`config.mk`:
```
export PLATFORM = sky130hd
export DESIGN_NAME = rc_access_ctrl
export DESIGN_NICKNAME = d
export VERILOG_FILES = /design/src/rtl/rc_pkg.sv /design/src/rtl/rc_cmd_filter.sv /design/src/rtl/rc_fsm.sv /design/src/rtl/rc_key_gate.sv /design/src/rtl/rc_access_ctrl.sv
export SDC_FILE = /design/constraint.sdc
export NUM_CORES = 1
export LEC_CHECK = 0
export CORE_AREA = 5 5 42 44
export CTS_BUF_LIST = sky130_fd_sc_hd__clkbuf_16
export DETAILED_ROUTE_END_ITERATION = 6
export DIE_AREA = 0 0 47 49
export PLACE_DENSITY = 0.43
export SYNTH_ARGS = -nofsm -noshare
export SYNTH_HDL_FRONTEND = slang
export SYNTH_SLANG_ARGS = --single-unit
```
`constraint.sdc`:
```
create_clock -name clk -period 1.3 [get_ports clk]
set_clock_uncertainty 0.05 [all_clocks]
set_input_delay 0.26 -clock clk [delete_from_list [all_inputs] [get_ports clk]]
set_output_delay 0.26 -clock clk [all_outputs]
set_load 0.02 [all_outputs]
```
`src/rtl/rc_pkg.sv`:
```
package rc_pkg;

    typedef enum logic [1:0] {
        ST_LOCAL   = 2'd0,
        ST_REMOTE  = 2'd1,
        ST_LOCKOUT = 2'd2
    } rc_state_e;

    typedef enum logic [1:0] {
        REQ_NONE   = 2'd0,
        REQ_LOCAL  = 2'd1,
        REQ_REMOTE = 2'd2,
        REQ_LOCK   = 2'd3
    } rc_req_e;

endpackage

```
`src/rtl/rc_cmd_filter.sv`:
```
module rc_cmd_filter
    import rc_pkg::*;
#(
    parameter int SRC_W      = 2,
    parameter int SERIAL_SRC = 1
) (
    input  logic             cmd_local_i,
    input  logic             cmd_remote_i,
    input  logic             cmd_lock_i,
    input  logic [SRC_W-1:0] cmd_src_i,
    output rc_req_e          req_o
);
    localparam logic [SRC_W-1:0] SERIAL_CODE = SRC_W'(SERIAL_SRC);

    logic from_serial;

    always_comb begin
        from_serial = (cmd_src_i == SERIAL_CODE);
        req_o = REQ_NONE;
        if (from_serial) begin
            if (cmd_lock_i)        req_o = REQ_LOCK;
            else if (cmd_remote_i) req_o = REQ_REMOTE;
            else if (cmd_local_i)  req_o = REQ_LOCAL;
        end
    end

    // commands from any other interface never produce a request
    always_comb begin
        if (!from_serial)
            assert_foreign_dropped_R6: assert (req_o == REQ_NONE);
    end
endmodule

```
`src/rtl/rc_fsm.sv`:
```
module rc_fsm
    import rc_pkg::*;
(
    input  logic      clk,
    input  logic      rst_n,
    input  rc_req_e   req_i,
    input  logic      local_key_i,
    output rc_state_e state_o
);
    rc_state_e state_q, state_d;

    always_ff @(posedge clk or negedge rst_n) begin
        if (!rst_n) state_q <= ST_LOCAL;
        else        state_q <= state_d;
    end

    always_comb begin
        state_d = state_q;
        unique case (req_i)
            REQ_LOCK:   state_d = ST_LOCKOUT;
            REQ_REMOTE: state_d = ST_REMOTE;
            REQ_LOCAL:  state_d = ST_LOCAL;
            REQ_NONE: begin
                unique case (state_q)
                    ST_LOCAL:   state_d = ST_LOCAL;
                    ST_REMOTE:  state_d = local_key_i ? ST_LOCAL : ST_REMOTE;
                    ST_LOCKOUT: state_d = ST_LOCKOUT;
                    default:    state_d = ST_LOCAL;
                endcase
            end
            default: state_d = state_q;
        endcase
    end

    assign state_o = state_q;

    assert_reset_local_R1: assert property (@(posedge clk)
        !rst_n |=> state_q == ST_LOCAL);

    assert_lock_wins_R9: assert property (@(posedge clk) disable iff (!rst_n)
        req_i == REQ_LOCK |=> state_q == ST_LOCKOUT);

    assert_lock_sticky_R8: assert property (@(posedge clk) disable iff (!rst_n)
        (state_q == ST_LOCKOUT && req_i == REQ_NONE) |=> state_q == ST_LOCKOUT);

    assert_key_exit_R7: assert property (@(posedge clk) disable iff (!rst_n)
        (state_q == ST_REMOTE && req_i == REQ_NONE && local_key_i) |=> state_q == ST_LOCAL);

    assert_legal_code_R2: assert property (@(posedge clk) disable iff (!rst_n)
        state_q != 2'd3);
endmodule

```
`src/rtl/rc_key_gate.sv`:
```
module rc_key_gate
    import rc_pkg::*;
(
    input  rc_state_e state_i,
    input  logic      local_key_i,
    input  logic      key_valid_i,
    output logic      key_valid_o,
    output logic      local_only_o
);
    always_comb begin
        key_valid_o  = 1'b0;
        local_only_o = 1'b0;
        unique case (state_i)
            ST_LOCAL:   key_valid_o = key_valid_i;
            ST_REMOTE: begin
                key_valid_o  = key_valid_i & local_key_i;
                local_only_o = 1'b1;
            end
            ST_LOCKOUT: key_valid_o = 1'b0;
            default:    key_valid_o = 1'b0;
        endcase
    end

    // in lockout nothing passes
    always_comb begin
        if (state_i == ST_LOCKOUT)
            assert_lock_blocks_R5: assert (!key_valid_o);
        if (!key_valid_i)
            assert_no_spurious_key_R4: assert (!key_valid_o);
    end
endmodule

```
`src/rtl/rc_access_ctrl.sv`:
```
module rc_access_ctrl
    import rc_pkg::*;
#(
    parameter int SRC_W      = 2,
    parameter int SERIAL_SRC = 1
) (
    input  logic             clk,
    input  logic             rst_n,
    input  logic             cmd_local_i,
    input  logic             cmd_remote_i,
    input  logic             cmd_lock_i,
    input  logic [SRC_W-1:0] cmd_src_i,
    input  logic             local_key_i,
    input  logic             key_valid_i,
    output logic [1:0]       state_o,
    output logic             key_valid_o,
    output logic             local_only_o
);
    localparam logic [SRC_W-1:0] SERIAL_CODE = SRC_W'(SERIAL_SRC);

    rc_req_e   req;
    rc_state_e state;

    rc_cmd_filter #(.SRC_W(SRC_W), .SERIAL_SRC(SERIAL_SRC)) u_filter (
        .cmd_local_i  (cmd_local_i),
        .cmd_remote_i (cmd_remote_i),
        .cmd_lock_i   (cmd_lock_i),
        .cmd_src_i    (cmd_src_i),
        .req_o        (req)
    );

    rc_fsm u_fsm (
        .clk         (clk),
        .rst_n       (rst_n),
        .req_i       (req),
        .local_key_i (local_key_i),
        .state_o     (state)
    );

    rc_key_gate u_gate (
        .state_i      (state),
        .local_key_i  (local_key_i),
        .key_valid_i  (key_valid_i),
        .key_valid_o  (key_valid_o),
        .local_only_o (local_only_o)
    );

    assign state_o = state;

    assert_foreign_stable_R6: assert property (@(posedge clk) disable iff (!rst_n)
        (cmd_src_i != SERIAL_CODE && !local_key_i) |=> $stable(state_o));

    assert_flag_remote_R11: assert property (@(posedge clk) disable iff (!rst_n)
        local_only_o == (state_o == 2'd1));
endmodule

```
==> impl_results.md <==
- Clk Latency, worst-skew pair: 0.22 ns
- Seq pwr share: 12.6%
- # fillers: 160
- Final GP Congestion: 0.759
- Worst VDD drop: 0.545 mV
- Total die area: 0.00230 sq mm
- Setup tns final: 0 ns
- Total GRT Usage: 5.21%
- Met1 GRT Util: 6.59%
- Core ar.: 0.00140 sq mm
- Max-slew violations: 0
- # rows: 14
- Final Power: 0.000612 W
- Max reg flops: 2
- Final net count: 39
- # Post-CTS Setup Buffers: 0
- Antenna violations before repair: 0
- Critical path arrival: 0.98 ns
- H-tree depth: 1
- Die X: 47 um
- Slew HR: 88.2%
- Fraction of layout cells with a size suffix above 1: 39.3%
- Number of vias per cell: 3.57
- P_sw: 0.000106 W
- Routed WL: 452 um
- Placed inst area: 274 sq um
- Xor/xnor share of the synthesized area: 0%
- Power per Cell Area: 1860 mW/mm^2
- Post-synth EDFFs: 0
- WL/cell: 10.3 um
- Bufs on Longest Clock Path: 2
- Status: complete, no violations
- DR DRC count: 0
- Detailed-route via count: 157
- Clock Sinks: 2
- Ys flop type: dfrtp_1
- FF+latch count, synth: 2
- Worst hold margin: 0.160 ns
- Combinational share of power: 13.3%
- Top cells by count, synth: dfrtp_1 (2), inv_1 (2)
- I/O Pins: 13
- Antenna viol nets, final: 0
- Grt met3 use: 4.43%
- Crit path time final: 1.29 ns
- Footprint of the multi-input gates: 63.8 sq um
- Antenna diode count: 0
- Leak: 0.154 nW
- Startpoint Class: input pin
- Hold-fix buffers, CTS: 0
- Final hold violation count: 0
- Yosys warnings: 0
- CTS tree: built
- Kind of critical path: input pin to output pin
- Met2 Use GR: 5.20%
- Largest net degree at the start of global routing: 6
- Adder-Cell Fraction of Synth Area: 0%
- Syn-to-layout area delta: 177%
- Initial Util: 8.48%
- Fmax: 774 MHz
- GRT overflow: 0
- Main combinational cell family by area after synthesis: compound AO/OA/AOI/OAI gates
- Synthesized area per cell: 9.91 sq um
- Unrepaired setup endpoints after global routing: yes
- Cell Area, Synth: 119 sq um
- R2r endpoint: u_fsm.state_o[0]
- Switching share of total power: 17.2%
- Vias in the first global route: 196
- Async set or reset register ratio after synthesis: 100%
- Setup violators final: 0
- HP Class: input pin to async pin
- Worst Setup Slack, final: 0.00839 ns
- Worst slack, placed: -0.488 ns
- Drt pass-1 iters: 2
- Num CTS Buffers: 3
- Register Area: 50.0 sq um
- Mapped Nets: 21
- Area share of the largest cell type after synthesis: 42.1%
- Register area share after synthesis: 42.1%
- Post-Synthesis Cells: 12
- Yosys cell types: 10
- Worst R2R Setup Slack: 0.08 ns
- Clock Tree Root: clkbuf_16
- Compound-cell area share of the yosys netlist: 33.7%
- Required time worst endpoint: 0.99 ns
- Max_cap viols: 0
- Clock power share: 74.1%
- Global-route wire length before repair: 793 um
- Pint: 0.000506 W
- Worst Tran Pin Value: 0.178 ns
- Initial drt markers: 2
- Chip height: 49 um
- Synth top area cells: dfrtp_1 (42%), a32o_1 (8.4%), o211a_1 (8.4%)
- Cell taking the most area after synthesis: dfrtp_1
- Setup crit end kind: output pin
- R2r startpoint: u_fsm.state_o[1]
- Final worst-path cycle share: 99.4%
- I/O Buffers: 12
- Simple-gate share of the synthesized area: 17.9%
- Final Cell Area: 329 sq um
- Clock-pin slew on the worst setup and hold paths: 0.03 ns
- Fraction of synthesized area in multiplexers: 0%
- Worst-path fanout max: 1
- Worst reg2reg path depth: 3
- Most Crowded Layer GR: met1
-- final cells by class --
class,count,share of cell area [%]
repair buffers,13,34.2
clock buffers,3,22.8
multi-input cells,8,19.4
flip-flops and latches,2,15.2
well taps,16,6.08
inverters,2,2.28
-- per-stage QoR --
step	util (%)	cells
floorplan	-	12
global placement	19.6	42
detailed placement	19.6	42
CTS	23.7	44
global route	23.5	44
finish	23.5	44
-- critical path, cell delays in order --
cell and delay, ns:
clkdlybuf4s50_1 0.45, o211a_1 0.16, buf_6 0.11
-- kinds of logic (layout without fill, tap and decap cells) --
family | count (synthesis) | after routing
buffers and inverters | 2 | 18
flip-flops | 2 | 2
AND/OR/NAND/NOR | 3 | 3
AO/OA/AOI/OAI | 5 | 5
-- power by group through the flow --
stage	combinational (W)	clock, W	sequential (W)
floorplan	0.0000252	0	0.0000835
global placement	0.0000960	0	0.0000744
detailed placement	0.0000965	0	0.0000749
CTS	0.0000803	0.000462	0.0000768
global route	0.0000889	0.000482	0.0000786
finish	0.0000812	0.000453	0.0000774
-- metal layers --
metal | wire length, um | up-vias | part of all wire [%]
li1 | - | 77 | -
met1 | 224 | 67 | 50
met2 | 132 | 13 | 29
met3 | 94 | 0 | 21
met4 | 0 | 0 | 0
met5 | 0 | - | 0
-- layout by cell type (no fill, tap or decap), drive strengths merged, types with 2 or more instances in the layout --
cell type,synthesis,final
clkdlybuf4s50,0,7
buf,0,5
clkbuf,0,3
dfrtp,2,2
inv,2,2
-- how the worst max path moves through the flow --
| stage | startpoint | endpoint | depth (start not counted) |
|---|---|---|---|
| 5_1_grt | u_fsm.state_o[1] | key_valid_o | 3 |
| 3_3_place_gp | local_key_i | key_valid_o | 3 |
| 2_1_floorplan | u_fsm.state_o[1] | u_fsm.state_o[0] | 3 |
| 4_1_cts | key_valid_i | key_valid_o | 3 |
| 3_5_place_dp | local_key_i | key_valid_o | 3 |
| 6_report | key_valid_i | key_valid_o | 3 |
-- repair_timing --
action,4_1_cts,5_1_grt
setup endpoints to repair,5,2
gates resized for setup,19,2
pin swaps,1,0
No activity file was read; power rests on OpenSTA's default activity.
